$ cat src/rtl/ssr_pkg.sv
package ssr_pkg;
  typedef enum logic [1:0] {
    OP_SAVE = 2'd0,
    OP_DUMP = 2'd1,
    OP_LOAD = 2'd2,
    OP_NONE = 2'd3
  } op_e;

  typedef enum logic [1:0] {
    CTX_SRC = 2'd0,
    CTX_DST = 2'd1,
    CTX_SP  = 2'd2
  } ctx_e;
endpackage

$ cat src/rtl/ssr_unpack.sv
module ssr_unpack #(
  parameter int NSTK  = 8,
  parameter int DEP_W = 4,
  parameter int OFF_W = 4
) (
  input  logic [DEP_W-1:0] depth,
  output logic [OFF_W-1:0] top_idx
);
  // highest live entry: depth+1, clamped at the last stack slot
  function automatic logic [OFF_W-1:0] top_of(input logic [DEP_W-1:0] d);
    if (d >= DEP_W'(NSTK - 1)) return OFF_W'(NSTK - 1);
    return OFF_W'(d + 1'b1);
  endfunction

  assign top_idx = top_of(depth);
endmodule

$ cat src/rtl/ssr_seq.sv
module ssr_seq
  import ssr_pkg::*;
#(
  parameter int AW    = 16,
  parameter int NSTK  = 8,
  parameter int OFF_W = 4
) (
  input  logic             clk,
  input  logic             rst_n,
  input  logic             cmd_valid,
  input  op_e              cmd_op,
  input  logic [AW-1:0]    cmd_base,
  input  logic [OFF_W-1:0] save_top,
  input  logic [OFF_W-1:0] load_top,
  output logic             busy,
  output logic             done,
  output logic             xfer,
  output logic             zap,
  output op_e              op_q,
  output logic [AW-1:0]    base_q,
  output logic [OFF_W-1:0] off
);
  localparam int SP_OFF  = NSTK;
  localparam int DST_OFF = NSTK + 1;
  localparam int SRC_OFF = NSTK + 2;

  typedef enum logic [1:0] {S_IDLE, S_XFER, S_ZAP} st_e;

  st_e              st;
  logic [OFF_W-1:0] top_q;
  logic             accept;

  assign accept = cmd_valid && (st == S_IDLE) && (cmd_op != OP_NONE);
  assign busy   = (st != S_IDLE);
  assign xfer   = (st == S_XFER);
  assign zap    = (st == S_ZAP);

  always_ff @(posedge clk or negedge rst_n) begin
    if (!rst_n) begin
      st     <= S_IDLE;
      off    <= '0;
      top_q  <= '0;
      op_q   <= OP_SAVE;
      base_q <= '0;
      done   <= 1'b0;
    end else begin
      done <= 1'b0;
      case (st)
        S_IDLE: if (accept) begin
          st     <= S_XFER;
          op_q   <= cmd_op;
          base_q <= cmd_base;
          top_q  <= save_top;
          off    <= (cmd_op == OP_SAVE) ? OFF_W'(DST_OFF) : OFF_W'(SRC_OFF);
        end
        S_XFER: begin
          if (off == OFF_W'(SP_OFF)) begin
            off <= (op_q == OP_LOAD) ? load_top : top_q;
          end else if (off == '0) begin
            if (op_q == OP_DUMP) st <= S_ZAP;
            else begin
              st   <= S_IDLE;
              done <= 1'b1;
            end
          end else begin
            off <= off - 1'b1;
          end
        end
        S_ZAP: begin
          st   <= S_IDLE;
          done <= 1'b1;
        end
        default: st <= S_IDLE;
      endcase
    end
  end

  AST_OFF_DESCENDS: assert property (@(posedge clk) disable iff (!rst_n)
    (xfer && $past(xfer)) |-> (off < $past(off)));

  AST_DONE_SINGLE: assert property (@(posedge clk) disable iff (!rst_n)
    done |=> !done);

  AST_CMD_HELD: assert property (@(posedge clk) disable iff (!rst_n)
    (busy && $past(busy)) |-> ($stable(op_q) && $stable(base_q)));
endmodule

$ cat src/rtl/ssr_route.sv
module ssr_route
  import ssr_pkg::*;
#(
  parameter int DW    = 16,
  parameter int AW    = 16,
  parameter int NSTK  = 8,
  parameter int DEP_W = 4,
  parameter int OFF_W = 4,
  parameter int IDX_W = 3
) (
  input  op_e              op_q,
  input  logic             xfer,
  input  logic             zap,
  input  logic [OFF_W-1:0] off,
  input  logic [AW-1:0]    base_q,
  input  logic [DW-1:0]    lp_in,
  input  logic [DW-1:0]    sp_in,
  input  logic [DW-1:0]    src_in,
  input  logic [DW-1:0]    stk_rd_data,
  input  logic [DW-1:0]    mem_rdata,
  output logic             mem_req,
  output logic             mem_we,
  output logic [AW-1:0]    mem_addr,
  output logic [DW-1:0]    mem_wdata,
  output logic             ctx_we,
  output ctx_e             ctx_sel,
  output logic [DW-1:0]    ctx_wdata,
  output logic [IDX_W-1:0] stk_rd_idx,
  output logic             stk_wr_en,
  output logic [IDX_W-1:0] stk_wr_idx,
  output logic [DW-1:0]    stk_wr_data,
  output logic             brk_capture
);
  localparam int SP_OFF  = NSTK;
  localparam int DST_OFF = NSTK + 1;
  localparam int SRC_OFF = NSTK + 2;

  logic is_load, on_stack, on_sp, on_dst, on_src;

  assign is_load  = (op_q == OP_LOAD);
  assign on_stack = (off < OFF_W'(NSTK));
  assign on_sp    = (off == OFF_W'(SP_OFF));
  assign on_dst   = (off == OFF_W'(DST_OFF));
  assign on_src   = (off == OFF_W'(SRC_OFF));

  // word stored at the current offset during save or dump
  function automatic logic [DW-1:0] save_word(input logic s, input logic d, input logic p,
                                              input logic [DW-1:0] src, input logic [DW-1:0] lp,
                                              input logic [DW-1:0] sp, input logic [DW-1:0] stk);
    if (s) return src;
    if (d) return lp;
    if (p) return sp;
    return stk;
  endfunction

  assign mem_req   = xfer;
  assign mem_we    = xfer && !is_load;
  assign mem_addr  = base_q + AW'(off);
  assign mem_wdata = save_word(on_src, on_dst, on_sp, src_in, lp_in, sp_in, stk_rd_data);

  assign stk_rd_idx  = off[IDX_W-1:0];
  assign stk_wr_en   = xfer && is_load && on_stack;
  assign stk_wr_idx  = off[IDX_W-1:0];
  assign stk_wr_data = mem_rdata;

  assign ctx_we      = (xfer && is_load && !on_stack) || zap;
  assign ctx_sel     = zap ? CTX_SP : (on_src ? CTX_SRC : (on_dst ? CTX_DST : CTX_SP));
  assign ctx_wdata   = zap ? '0 : (on_sp ? DW'(mem_rdata[DEP_W-1:0]) : mem_rdata);
  assign brk_capture = xfer && is_load && on_sp;
endmodule

$ cat src/rtl/ssr_engine.sv
module ssr_engine
  import ssr_pkg::*;
#(
  parameter int DW    = 16,
  parameter int AW    = 16,
  parameter int NSTK  = 8,
  parameter int DEP_W = 4,
  parameter int BRK_W = 8
) (
  input  logic                     clk,
  input  logic                     rst_n,
  input  logic                     cmd_valid,
  input  logic [1:0]               cmd_op,
  input  logic [AW-1:0]            cmd_base,
  output logic                     busy,
  output logic                     done,
  input  logic [DW-1:0]            lp_in,
  input  logic [DW-1:0]            sp_in,
  input  logic [DW-1:0]            src_in,
  output logic [$clog2(NSTK)-1:0]  stk_rd_idx,
  input  logic [DW-1:0]            stk_rd_data,
  output logic                     stk_wr_en,
  output logic [$clog2(NSTK)-1:0]  stk_wr_idx,
  output logic [DW-1:0]            stk_wr_data,
  output logic                     ctx_we,
  output logic [1:0]               ctx_sel,
  output logic [DW-1:0]            ctx_wdata,
  output logic [BRK_W-1:0]         brk_byte,
  output logic                     mem_req,
  output logic                     mem_we,
  output logic [AW-1:0]            mem_addr,
  output logic [DW-1:0]            mem_wdata,
  input  logic [DW-1:0]            mem_rdata
);
  localparam int IDX_W = $clog2(NSTK);
  localparam int OFF_W = $clog2(NSTK + 3);

  op_e              op_w;
  ctx_e             ctx_sel_e;
  logic             xfer_w, zap_w, brk_cap;
  logic [AW-1:0]    base_w;
  logic [OFF_W-1:0] off_w, save_top, load_top;

  ssr_unpack #(.NSTK(NSTK), .DEP_W(DEP_W), .OFF_W(OFF_W)) u_save_cnt (
    .depth(sp_in[DEP_W-1:0]), .top_idx(save_top));

  ssr_unpack #(.NSTK(NSTK), .DEP_W(DEP_W), .OFF_W(OFF_W)) u_load_cnt (
    .depth(mem_rdata[DEP_W-1:0]), .top_idx(load_top));

  ssr_seq #(.AW(AW), .NSTK(NSTK), .OFF_W(OFF_W)) u_seq (
    .clk(clk), .rst_n(rst_n), .cmd_valid(cmd_valid), .cmd_op(op_e'(cmd_op)),
    .cmd_base(cmd_base), .save_top(save_top), .load_top(load_top),
    .busy(busy), .done(done), .xfer(xfer_w), .zap(zap_w),
    .op_q(op_w), .base_q(base_w), .off(off_w));

  ssr_route #(.DW(DW), .AW(AW), .NSTK(NSTK), .DEP_W(DEP_W), .OFF_W(OFF_W), .IDX_W(IDX_W)) u_route (
    .op_q(op_w), .xfer(xfer_w), .zap(zap_w), .off(off_w), .base_q(base_w),
    .lp_in(lp_in), .sp_in(sp_in), .src_in(src_in), .stk_rd_data(stk_rd_data),
    .mem_rdata(mem_rdata), .mem_req(mem_req), .mem_we(mem_we), .mem_addr(mem_addr),
    .mem_wdata(mem_wdata), .ctx_we(ctx_we), .ctx_sel(ctx_sel_e), .ctx_wdata(ctx_wdata),
    .stk_rd_idx(stk_rd_idx), .stk_wr_en(stk_wr_en), .stk_wr_idx(stk_wr_idx),
    .stk_wr_data(stk_wr_data), .brk_capture(brk_cap));

  assign ctx_sel = ctx_sel_e;

  always_ff @(posedge clk or negedge rst_n) begin
    if (!rst_n)       brk_byte <= '0;
    else if (brk_cap) brk_byte <= mem_rdata[DW-1:DW-BRK_W];
  end

  AST_LOAD_READS_ONLY: assert property (@(posedge clk) disable iff (!rst_n)
    (xfer_w && op_w == OP_LOAD) |-> !mem_we);

  AST_ZAP_CLEARS_SP: assert property (@(posedge clk) disable iff (!rst_n)
    (ctx_we && !mem_req) |-> (ctx_sel == 2'd2 && ctx_wdata == '0));

  AST_BRK_HELD: assert property (@(posedge clk) disable iff (!rst_n)
    !brk_cap |=> $stable(brk_byte));

  AST_SP_DEPTH_FITS: assert property (@(posedge clk) disable iff (!rst_n)
    (ctx_we && mem_req && ctx_sel == 2'd2) |-> ((ctx_wdata >> DEP_W) == '0));

  AST_STK_WR_ON_READ: assert property (@(posedge clk) disable iff (!rst_n)
    stk_wr_en |-> (mem_req && !mem_we));
endmodule

$ cat config.mk
export PLATFORM = sky130hd
export DESIGN_NAME = ssr_engine
export DESIGN_NICKNAME = d
export VERILOG_FILES = /design/src/rtl/ssr_pkg.sv /design/src/rtl/ssr_unpack.sv /design/src/rtl/ssr_seq.sv /design/src/rtl/ssr_route.sv /design/src/rtl/ssr_engine.sv
export SDC_FILE = /design/constraint.sdc
export NUM_CORES = 1
export LEC_CHECK = 0
export BUFFER_PORTS_ARGS = -buffer_cell sky130_fd_sc_hd__buf_2
export CAP_MARGIN = 20
export CORE_MARGIN = 1
export CORE_UTILIZATION = 46
export CTS_BUF_LIST = sky130_fd_sc_hd__clkbuf_16
export DETAILED_ROUTE_END_ITERATION = 16
export PLACE_DENSITY = 0.83
export SETUP_SLACK_MARGIN = 0.05
export SYNTH_ARGS = -nofsm -noshare
export SYNTH_HDL_FRONTEND = slang
export SYNTH_SLANG_ARGS = --single-unit
$ cat constraint.sdc
create_clock -name clk -period 3 [get_ports clk]
set_input_delay 0.3 -clock clk [delete_from_list [all_inputs] [get_ports clk]]
set_output_delay 0.3 -clock clk [all_outputs]
set_load 0.01 [all_outputs]
Yosys cells after proc, flatten, opt, wreduce, memory -nomap -nowiden
Cells that the tools add are included.
W data, S select, Z words.
{"block": "word_totals", "reg_bits": 37, "output_inout_bits": 86, "elab_cells": 82}
{"block": "op_classes", "addsub": 4, "n_lt_le_gt_ge": 3, "n_eq_ne": 12, "mux": 38, "n_reduce_logical": 18}
{"operator": "$mux W16", "n": 8}
{"operator": "$mux W4", "n": 8}
{"operator": "$add A16 B4 Y16", "n": 1}
{"operator": "$mux W2", "n": 8}
{"operator": "$eq A4 B4 Y1 const B", "n": 3}
{"operator": "$mux W1", "n": 11}
{"operator": "$add A4 B1 Y4 const B", "n": 2}
{"operator": "$ge A4 B3 Y1 const B", "n": 2}
{"operator": "$pmux W4 S2", "n": 1}
{"operator": "$logic_and A1 B1 Y1", "n": 7}
{"operator": "$ne A2 B2 Y1 const B", "n": 3}
{"operator": "$reduce_and A3 Y1", "n": 2}
{"operator": "$eq A2 B1 Y1 const B", "n": 2}
{"operator": "$eq A2 B2 Y1 const B", "n": 2}
{"operator": "$logic_not A2 Y1", "n": 2}
{"operator": "$logic_not A4 Y1", "n": 1}
{"operator": "$lt A4 B4 Y1 const B", "n": 1}
{"operator": "$pmux W2 S2", "n": 1}
{"operator": "$reduce_bool A2 Y1", "n": 2}
{"operator": "$sub A4 B1 Y4 const B", "n": 1}
{"operator": "$ne A3 B3 Y1 const B", "n": 1}
{"operator": "$logic_not A1 Y1", "n": 2}
{"operator": "$ne A2 B1 Y1 const B", "n": 1}
{"operator": "$pmux W1 S2", "n": 1}
{"operator": "2 further kinds", "n": 2}

Depth between registers and ports, before layout
Gate-level depths: netlist of the first run.
{"block": "logic_depth", "depth_word": 8, "mapped_depth": 8, "ltp_nobuf": 6}

Hierarchy
A second synthesis of the first run with hierarchy kept.
{"block": "unflattened", "cells_unflattened": 341, "area_unflattened_um2": 3261.9}
{"module": "ssr_seq", "n_inst": 1, "cells_per_inst": 114, "area_per_inst_um2": 1418.9, "seq_area_each_um2": 725.7}
{"module": "ssr_route", "n_inst": 1, "cells_per_inst": 194, "area_per_inst_um2": 1411.4, "seq_area_each_um2": 0.0}
{"module": "ssr_engine", "n_inst": 1, "cells_per_inst": 17, "area_per_inst_um2": 331.6, "seq_area_each_um2": 200.2}
{"module": "ssr_unpack", "n_inst": 2, "cells_per_inst": 8, "area_per_inst_um2": 50.0, "seq_area_each_um2": 0.0}

Worst setup path after synthesis of the first run
No wires, ideal clock.
{"block": "synth_path", "path_kind": "register to output", "from": "register u_seq.off[0]", "to": "output mem_addr[12]", "arrival_ps": 1759, "t_required_ps": 2700, "path_slack_ps": 941, "stages_incl_launch_ff": 7, "path_buffers": 0, "path_cell_list": "dfrtp_1 ha_1 fa_1 a21oi_1 o21ai_0 nand4_1 xnor2_1"}
{"block": "synth_via", "elab_chain_len": 1}
{"item": "start, declared", "line_no": "ssr_seq.sv:21", "text": "output logic [OFF_W-1:0] off"}
{"item": "start signal, assigned", "line_no": "ssr_seq.sv:54", "text": "off <= (cmd_op == OP_SAVE) ? OFF_W'(DST_OFF) : OFF_W'(SRC_OFF);"}
{"item": "start signal, assigned", "line_no": "ssr_seq.sv:58", "text": "off <= (op_q == OP_LOAD) ? load_top : top_q;"}
{"item": "start signal, assigned", "line_no": "ssr_seq.sv:66", "text": "off <= off - 1'b1;"}
{"item": "$add A16 B4 Y16", "line_no": "ssr_route.sv:58", "text": "assign mem_addr = base_q + AW'(off);"}
{"item": "end, declared", "line_no": "ssr_engine.sv:31", "text": "output logic [AW-1:0] mem_addr,"}
No other way between the ends.

Worst setup path in the final report of the first run
{"block": "layout_path", "from": "register u_seq.off[0]", "to": "output mem_wdata[12]"}
{"block": "layout_via", "elab_chain_len": 7}
{"item": "$eq A4 B4 Y1", "line_no": "ssr_route.sv:42", "text": "assign on_sp = (off == OFF_W'(SP_OFF));"}
{"item": "$mux W1 (2 in series)", "line_no": "ssr_route.sv:52", "text": "if (p) return sp;"}
{"item": "$mux W1", "line_no": "ssr_route.sv:51", "text": "if (d) return lp;"}
{"item": "$mux W16", "line_no": "ssr_route.sv:53", "text": "return stk;"}
{"item": "$mux W16", "line_no": "ssr_route.sv:52"}
{"item": "$mux W16 *", "line_no": "ssr_route.sv:51"}
{"item": "end, declared", "line_no": "ssr_engine.sv:32", "text": "output logic [DW-1:0] mem_wdata,"}
Every way passes the cells marked *; elsewhere a longest branch is shown, timed or not. The select of a mux whose other input is x is not followed.

==> results of run 1 <==
-- state kept, by name (all words and copies together) (netlist names) --
name / count
u_seq.done: 1
u_seq.top_q: 4
u_seq.op_q: 2
u_seq.off: 4
brk_byte: 8
u_seq.st: 2
u_seq.base_q: 16
-- layout make-up --
type | instances | area share [%]
well taps | 75 | 2.43
inverters | 8 | 0.779
clock inverters | 3 | 1.07
repair buffers | 190 | 24.9
flip-flops and latches | 37 | 24.0
multi-input cells | 222 | 43.5
clock buffers | 5 | 3.25
-- per-stage QoR --
stage / total power, mW / utilization, %
finish: 4.14 / 64.3
global route: 4.49 / 64.3
CTS: 4.16 / 64.3
detailed placement: 3.57 / 61.5
global placement: 3.47 / 61.5
floorplan: 2.72 / -
-- power breakdown --
part           internal (mW)  switching, mW
combinational           1.20           1.37
clock                  0.388          0.191
sequential             0.744          0.250
total                   2.33           1.81
-- cells in the final DEF (no fill, tap or decap), types with 2 or more instances in the layout --
master / n
a31oi_1: 2
buf_4: 4
mux2_2: 17
mux2_4: 8
o21ai_0: 27
and4_1: 2
inv_1: 8
o31ai_1: 2
nor2_1: 16
buf_2: 186
xor2_1: 2
ha_1: 13
dfrtp_1: 37
a22o_1: 3
nand2b_1: 5
clkbuf_16: 5
nor3_1: 5
nand2_1: 15
xnor2_1: 11
and2_1: 15
mux2i_1: 16
a21oi_1: 8
a22oi_1: 16
nand3_1: 6
nand4_1: 4
nor2b_1: 11
-- per-layer routing --
layer | global-route usage, % | up-vias | share of wire, %
met4 | 7.68 | 0 | 2.3
met3 | 4.49 | 29 | 5.0
met2 | 42.7 | 111 | 49
li1 | - | 1380 | -
met5 | 0 | - | 0
met1 | 30.0 | 1341 | 44
-- cell families after synthesis --
kind of cell,after synthesis
AO/OA/AOI/OAI,66
multiplexers,41
XOR/XNOR,13
buffers and inverters,43
adder cells (fa/ha/maj),14
AND/OR/NAND/NOR,88
flip-flops,37
-- how the worst max path moves through the flow --
| stage | slack, ns | cells after the start | start | end |
|---|---|---|---|---|
| after detailed placement | 0.56 | 7 | u_seq.off[1] | mem_wdata[14] |
| after global routing | 0.06 | 7 | u_seq.off[0] | mem_wdata[2] |
| after CTS | 0.27 | 7 | u_seq.off[1] | mem_wdata[14] |
| final | 0.24 | 7 | u_seq.off[0] | mem_wdata[12] |
| after global placement | 0.65 | 7 | u_seq.off[1] | mem_wdata[14] |
| after floorplan | 0.94 | 6 | u_seq.off[0] | mem_addr[12] |
-- worst max-delay path: stages (launching register included) --
cell and delay (ns):
dfrtp_1 0.46, inv_1 0.15, ha_1 0.24, inv_1 0.06, nor2_1 0.79, a22oi_1 0.20
o21ai_0 0.14, buf_2 0.15
==> results by group, run 1 <==
Final layout
  • Final Non-Filler Cells: 540
  • Fin area: around 3900 sq um
  • Area growth from synthesis to layout: 34.1%
  • Inserted Diodes: 0
  • Post-layout nets: 579
  • Fillers: 536
  • Area occupied by multi-input gates: roughly 1700 sq um
  • Fraction of layout cells with a size suffix above 1: about 50%
  • Storage element area: ~930 sq um

Logic synthesis
  • Post-synth ARST share: 100%
  • Synthesized Nets: 417
  • Synth top area share: between 30% and 40%
  • Synth Instances: 302
  • Count leader, synth: dfrtp_1
  • Largest family of logic cells by synthesized area: simple AND/OR/NAND/NOR gates
  • EDFF count, synth: 0
  • Mux cell area share after synthesis: around 16%
  • Synth warnings: 0
  • Average size of a mapped cell: roughly 9.5 sq um
  • Post-Synth Adder-Cell Area: under 10%
  • Post-Synth Simple-Gate Area: between 15 and 20%
  • Seq/Total Area, Yosys: approximately 32%
  • Yosys reg bits: 37
  • Synth unique cells: 45
  • Synth top area cells: dfrtp_1 32%, buf_4 6.8%, mux2_2 6.7%, ha_1 5.7%, mux2i_1 5.6%
  • Post-synth top area cell: dfrtp_1
  • Synth Cell Area: roughly 2900 sq um
  • Post-Synth XOR/XNOR Area: 3.96%
  • Post-synth top cells: 37 x dfrtp_1, 27 x o21ai_0, 26 x buf_4
  • Synth Flop Type: dfrtp_1
  • Post-synthesis compound-gate area fraction: between 10% and 20%

Clock network
  • CTS tree: built
  • Clock Tree Buf Depth: 2
  • Clock net sink count: 37
  • CTS Buf Count: 5
  • CTS resizes: 0
  • Root Driver: clkbuf_16
  • Worst-Skew Late Latency: ~0.27 ns
  • # Post-CTS Setup Buffers: 0
  • H-tree Lvls: 2
  • Clock transition at the registers of the reported paths: around 0.06 ns
  • Hold_buf cts: 0

Routing
  • Drt wl/cell: about 14 um
  • Antenna Nets Post-Route: 0
  • Via count: 2861
  • Residual DRC: 0
  • Vias per inst: about 5.3
  • 1st-iter DRT viols: 150
  • DRT Pass-1 Iters: 4
  • Total Wirelength: roughly 7800 um

Critical path
  • Max FO, Critical Path: 16
  • RR Startpoint: u_seq.off[1]
  • WS Path Type: reg -> out
  • Reg-to-reg slack, setup: between 0.9 and 1 ns
  • CP Data Required Time: 2.70 ns
  • Setup crit end kind: output port
  • Worst EP arrival: roughly 2.5 ns
  • Reg2reg end: brk_byte[1]
  • Startpoint types: flip-flop
  • Reg2Reg Depth: 5

Placed design
  • Post-DP Area: around 3700 sq um
  • Dpl cells: between 500 and 600
  • GPL Wtd Cong: between 0.8 and 0.9
  • Final HPWL DP: roughly 6400 um
  • Port Buffers: 186
  • Place WS: 0.561 ns

STA
  • Final Hold Viols: 0
  • Layout Skew: between 0.005 and 0.006 ns
  • Period utilisation layout: 92.1%
  • Final Max Slew Viols: 0
  • Final TNS setup: 0 ns
  • Worst slew margin: between 30% and 40%
  • Final min period: 2.76 ns
  • Max frequency: 362 MHz
  • Hold slack final: approximately 0.12 ns
  • RSZ-0062 raised after global routing: false
  • Slew @ Worst Pin: 1.03 ns
  • Final worst setup slack: around 0.24 ns
  • Final setup fails: 0

Floorplanning
  • DIE AREA: approximately 6600 sq um
  • Die Span X: 81.1 um
  • Die Y: a little over 80 um
  • Core box area: approximately 6000 sq um
  • Std cell rows: 28
  • Starting density of the core: ~48%
  • Total I/O pin count: approximately 190

Worst hold path
  • HP Class: in -> async

Global route
  • Initial antenna violation count: 0
  • First-pass GRT wire length: 12300 um
  • GRT Total Usage: between 20% and 30%
  • Largest net degree at the start of global routing: 38
  • Total gr overflow: 0
  • Vias in the first global route: 2670

Power
  • Power per cell area: approximately 1100 nW/um^2
  • Peak supply drop: roughly 0.00063 V
  • Static Leak: a little under 2 nW

Status
  • Outcome: complete, no violations

Job
  • Max Cap Viol: 0
Power figures use the tool's default switching activity.
==> run 2: changes to the inputs <==
- CORE_ASPECT_RATIO: not set -> 0.7
==> run 2 against run 1 <==
Effect of this change:
- combinational power rose by 2%
- final area grew 0.16%
- sequential cell count is the same
- count of clock-buffer cells in the layout unchanged
- wire length rose by 4.6%
- setup slack better by 0.076 ns
- clock power up 2%
- largest cell class unchanged
==> results by group, run 2 (same netlist as run 1, synthesis figures left out) <==
Clock network
  • Clock transition at the registers of the reported paths: 0.06 ns (about the same)
  • Worst-Skew Late Latency: 0.27 ns (about the same)
  • CTS Buf Count: 5 (unchanged)
  • H-tree Lvls: 2 (unchanged)
  • Hold_buf cts: 0 (unchanged)
  • Clock net sink count: 37 (unchanged)
  • Root Driver: clkbuf_16
  • # Post-CTS Setup Buffers: 0 (unchanged)
  • Clock Tree Buf Depth: 2 (unchanged)
  • CTS tree: built
  • CTS resizes: 0 (unchanged)

Global route
  • Total gr overflow: 0 (unchanged)
  • First-pass GRT wire length: 12400 um (+0.56%)
  • Vias in the first global route: 2520 (-5.6%)
  • Initial antenna violation count: 0 (unchanged)
  • GRT Total Usage: 24.9% (+0.60 points)
  • Largest net degree at the start of global routing: 38 (unchanged)

Final layout
  • Largest regs: u_seq.base_q x16, brk_byte x8
  • Fin area: 3860 sq um (+0.16%)
  • Inserted Diodes: 0 (unchanged)
  • Commonest non-fill, non-tap cell in the layout: buf_2
  • Final core occ: 65.8% (+1.4 points)
  • Area growth from synthesis to layout: 34.3%
  • Final Non-Filler Cells: 540 (unchanged)
  • Fillers: 515 (-3.9%)
  • Largest Register: u_seq.base_q
  • Post-layout nets: 579 (unchanged)
  • Max FFs per register: 16 (unchanged)
  • Fraction of layout cells with a size suffix above 1: 49.2% (+0.22 points)
  • Most frequent cells in the layout: 186 x buf_2, 37 x dfrtp_1, 27 x o21ai_0

Critical path
  • Slowest cell on the critical path: o21ai_0
  • Critical-path cell list: ha_1 -> fa_1 -> a21oi_1 -> o21ai_0 -> nand4_1 -> xnor2_1 -> buf_2
  • Largest delay share family, worst path: compound AO/OA/AOI/OAI gates
  • CP Data Required Time: 2.70 ns (about the same)
  • Worst EP arrival: 2.39 ns (-0.07 ns)
  • WS Path Type: reg -> out
  • Setup crit end kind: output port
  • Worst path buffer plus inverter count: 1 (-2)
  • Startpoint types: flip-flop
  • Max stage delay on crit path: 0.57 ns (-0.22 ns)
  • Max FO, Critical Path: 8 (-8)

Routing
  • Residual DRC: 0 (unchanged)
  • Vias per inst: 5.28 (-0.35%)
  • Drt wl/cell: 15.2 um (+4.6%)
  • DRT Pass-1 Iters: 5 (+1)
  • Total Wirelength: 8190 um (+4.6%)
  • 1st-iter DRT viols: 120 (-20%)
  • Antenna Nets Post-Route: 0 (unchanged)
  • Via count: 2851 (-0.35%)

Floorplanning
  • Std cell rows: 23 (-18%)
  • Die Y: 68.1 um (-16%)
  • Core box area: 5870 sq um (-2.0%)
  • Die Span X: 96.5 um (+19%)
  • DIE AREA: 6580 sq um (about the same)
  • Total I/O pin count: 187 (unchanged)
  • Starting density of the core: 49.0% (+0.98 points)

Power
  • Power per cell area: 1090 nW/um^2 (+1.2%)
  • Final Power: 4.20 mW (+1.3%)
  • Peak supply drop: 0.000420 V (-33%)
  • Static Leak: 1.94 nW (+0.15%)

Placed design
  • Place WS: 0.510 ns (-0.0518 ns)
  • Dpl cells: 532 (unchanged)
  • Final HPWL DP: 6580 um (+3.0%)
  • Port Buffers: 186 (unchanged)
  • GPL Wtd Cong: 0.879 (+2.5%)
  • Post-DP Area: 3690 sq um (unchanged)

STA
  • Final Hold Viols: 0 (unchanged)
  • Hold slack final: 0.119 ns (-0.00135 ns)
  • Period utilisation layout: 89.5% (-2.5 points)
  • Slew @ Worst Pin: 0.818 ns (-0.216 ns)
  • Final Max Slew Viols: 0 (unchanged)
  • Final setup fails: 0 (unchanged)
  • RSZ-0062 raised after global routing: false
  • Layout Skew: 0.00410 ns (-0.000973 ns)
  • Max frequency: 372 MHz (+2.8%)
  • Final worst setup slack: 0.314 ns (+0.0757 ns)
  • Worst slew margin: 45.5% (+15 points)
  • Final min period: 2.69 ns (-0.0757 ns)
  • Final TNS setup: 0 ns (unchanged)

Worst hold path
  • HP Class: in -> async

Job
  • Max Cap Viol: 0 (unchanged)

Status
  • Outcome: complete, no violations
[run 2: final timing paths]
check,slack (ns),cells after the start,to,startpoint
setup / recovery,0.31,7,mem_addr[8],u_seq.off[0]
hold / removal,0.12,1,u_seq.base_q[8],rst_n
setup reg to reg,0.86,6,brk_byte[1],u_seq.off[1]
hold reg to reg,0.48,2,u_seq.top_q[1],u_seq.top_q[1]
max in group asynchronous,2.36,1,u_seq.op_q[1],rst_n
min in group clk,0.25,2,u_seq.base_q[12],cmd_base[12]
[run 2: layer usage]
layer | track usage, % | vias to the layer above | share of wire [%]
li1 | - | 1375 | -
met1 | 32.7 | 1334 | 45
met2 | 43.0 | 133 | 47
met3 | 5.11 | 9 | 6.7
met4 | 4.41 | 0 | 0.77
met5 | 0 | - | 0
[run 2: where the power goes]
group | switching (mW) | internal [mW] | leakage [nW]
registers | 0.257 | 0.744 | 0.451
logic | 1.40 | 1.20 | 1.41
clock network | 0.197 | 0.393 | 0.0800
total | 1.86 | 2.34 | 1.94
[run 2: final cells by class]
type	count	area, sq um	share of cell area (%)
multi-input combinational	222	1680	43.5
timing repair buffer	190	961	24.9
sequential	37	926	24.0
clock buffer	5	125	3.24
tap	75	93.8	2.43
clock inverter	3	46.3	1.20
inverter	8	30.0	0.778
==> run 3: changes to the inputs <==
- RECOVER_POWER: not set -> 25
==> run 3 against run 2 <==
Effect of this change:
- the flow now finishes with violations (capacitance limit, slew limit)
- largest power group unchanged
- total power is essentially flat
- register-to-register slack hardly changed
- hold slack improved by 0.13 ns
- clock skew barely moved
- wire length is essentially flat
- die area did not move
- combinational power about the same
- highest routed layer unchanged
- via count is 0.18% higher
- final area fell by 0.13%
- non-clock buffer count is the same
==> results by group, run 3 (same netlist as run 1, synthesis figures left out) <==
Global route
  • First-pass GRT wire length: 12400 um (unchanged)
  • GRT Total Usage: 24.9% (unchanged)
  • Largest net degree at the start of global routing: 38 (unchanged)
  • Initial antenna violation count: 0 (unchanged)
  • Total gr overflow: 0 (unchanged)
  • Vias in the first global route: 2520 (unchanged)

Clock network
  • H-tree Lvls: 2 (unchanged)
  • Clock net sink count: 37 (unchanged)
  • # Post-CTS Setup Buffers: 0 (unchanged)
  • Root Driver: clkbuf_16
  • CTS resizes: 0 (unchanged)
  • CTS tree: built
  • Clock Tree Buf Depth: 2 (unchanged)
  • Worst-Skew Late Latency: 0.27 ns (about the same)
  • Clock transition at the registers of the reported paths: 0.06 ns (about the same)
  • CTS Buf Count: 5 (unchanged)
  • Hold_buf cts: 0 (unchanged)

Power
  • Static Leak: 1.93 nW (-0.57%)
  • Power per cell area: 1090 nW/um^2 (+0.13%)
  • Peak supply drop: 0.000420 V (about the same)

Final layout
  • Commonest non-fill, non-tap cell in the layout: buf_2
  • Largest regs: u_seq.base_q x16, brk_byte x8
  • Fraction of layout cells with a size suffix above 1: 48.4% (-0.86 points)
  • Final Non-Filler Cells: 540 (unchanged)
  • Storage element area: 926 sq um (unchanged)
  • Fillers: 516 (+0.19%)
  • Post-layout nets: 579 (unchanged)
  • Inserted Diodes: 0 (unchanged)
  • Area growth from synthesis to layout: 34.1%
  • Most frequent cells in the layout: 182 x buf_2, 37 x dfrtp_1, 27 x o21ai_0
  • Max FFs per register: 16 (unchanged)
  • Area occupied by multi-input gates: 1680 sq um (unchanged)
  • Largest Register: u_seq.base_q

Critical path
  • CP Data Required Time: 2.70 ns (about the same)
  • Slowest cell on the critical path: o21ai_0
  • Max FO, Critical Path: 8 (unchanged)
  • WS Path Type: reg -> out
  • Worst EP arrival: 2.39 ns (about the same)
  • Reg2Reg Depth: 6 (unchanged)
  • Startpoint types: flip-flop
  • Max stage delay on crit path: 0.57 ns (about the same)
  • Setup crit end kind: output port
  • Critical-path cell list: ha_1 -> fa_1 -> a21oi_1 -> o21ai_0 -> nand4_1 -> xnor2_1 -> buf_2

Worst hold path
  • Hold path depth: 2
  • HP Class: in -> reg

STA
  • Period utilisation layout: 89.5% (about the same)
  • Final Hold Viols: 0 (unchanged)
  • Final setup fails: 0 (unchanged)
  • Final Max Slew Viols: 38 (+38)
  • Final min period: 2.69 ns (-0.0000240 ns)
  • Slew @ Worst Pin: 1.96 ns (+1.14 ns)
  • Final TNS setup: 0 ns (unchanged)
  • RSZ-0062 raised after global routing: false
  • Worst slew margin: -30.9% (-76 points)
  • Layout Skew: 0.00407 ns (-0.0000243 ns)
  • Max frequency: 372 MHz (about the same)

Job
  • Max Cap Viol: 1 (+1)

Routing
  • Antenna Nets Post-Route: 0 (unchanged)
  • Residual DRC: 0 (unchanged)
  • 1st-iter DRT viols: 118 (-1.7%)
  • DRT Pass-1 Iters: 5 (unchanged)
  • Via count: 2856 (+0.18%)
  • Total Wirelength: 8180 um (about the same)
  • Drt wl/cell: 15.2 um (about the same)
  • Vias per inst: 5.29 (+0.18%)

Status
  • Failing checks: capacitance limit, slew limit
  • Outcome: finished with violations

Floorplanning
  • Die Span X: 96.5 um (unchanged)
  • Total I/O pin count: 187 (unchanged)
  • Std cell rows: 23 (unchanged)
  • Core box area: 5870 sq um (unchanged)
  • DIE AREA: 6580 sq um (unchanged)
  • Die Y: 68.1 um (unchanged)
  • Starting density of the core: 49.0% (unchanged)

Placed design
  • Port Buffers: 186 (unchanged)
  • GPL Wtd Cong: 0.879 (unchanged)
  • Final HPWL DP: 6580 um (unchanged)
  • Dpl cells: 532 (unchanged)
[run 3: where the power goes]
part	internal, mW	switching, mW
logic	1.20	1.40
registers	0.744	0.257
clock network	0.393	0.197
total	2.34	1.86
[run 3: worst paths after layout]
| path | end | startpoint | slack [ns] |
|---|---|---|---|
| setup / recovery | mem_addr[8] | u_seq.off[0] | 0.31 |
| hold / removal | u_seq.base_q[12] | cmd_base[12] | 0.25 |
| setup reg to reg | brk_byte[1] | u_seq.off[1] | 0.86 |
| hold reg to reg | u_seq.top_q[1] | u_seq.top_q[1] | 0.48 |
| max in group asynchronous | u_seq.op_q[1] | rst_n | 1.30 |
| min in group asynchronous | u_seq.base_q[8] | rst_n | 0.57 |
[run 3: worst max-delay path: cells and delay by family, from the launching register on]
kind | cells | cell delay [ns]
adder cells (fa/ha/maj) | 2 | 0.46
AND/OR/NAND/NOR | 1 | 0.20
buffers and inverters | 1 | 0.15
AO/OA/AOI/OAI | 2 | 0.66
flip-flops | 1 | 0.49
XOR/XNOR | 1 | 0.16
[run 3: layer usage]
| metal | track usage [%] | up-vias | routed length [um] |
|---|---|---|---|
| met5 | 0 | - | 0 |
| met3 | 5.11 | 9 | 545 |
| met2 | 43.0 | 133 | 3870 |
| met4 | 4.41 | 0 | 63 |
| met1 | 32.7 | 1339 | 3710 |
| li1 | - | 1375 | - |
[run 3: per-stage QoR]
step | hold slack, ns | worst slack, ns | area (sq um) | power [mW] | utilization [%]
finish | 0.254 | 0.314 | 3860 | 4.20 | 65.7
floorplan | 0.00441 | 0.941 | 2880 | 2.72 | -
detailed placement | 0.446 | 0.510 | 3690 | 3.59 | 62.8
global route | 0.246 | 0.0629 | 3860 | 4.55 | 65.7
global placement | 0.441 | 0.677 | 3690 | 3.49 | 62.8
CTS | 0.145 | 0.205 | 3860 | 4.20 | 65.7
[run 3: layout make-up]
class / instances / area share [%]
Multi-Input combinational cell: 222 / 43.5
Timing Repair Buffer: 190 / 24.8
Sequential cell: 37 / 24.0
Clock buffer: 5 / 3.24
Tap cell: 75 / 2.43
Clock inverter: 3 / 1.20
Inverter: 8 / 0.779
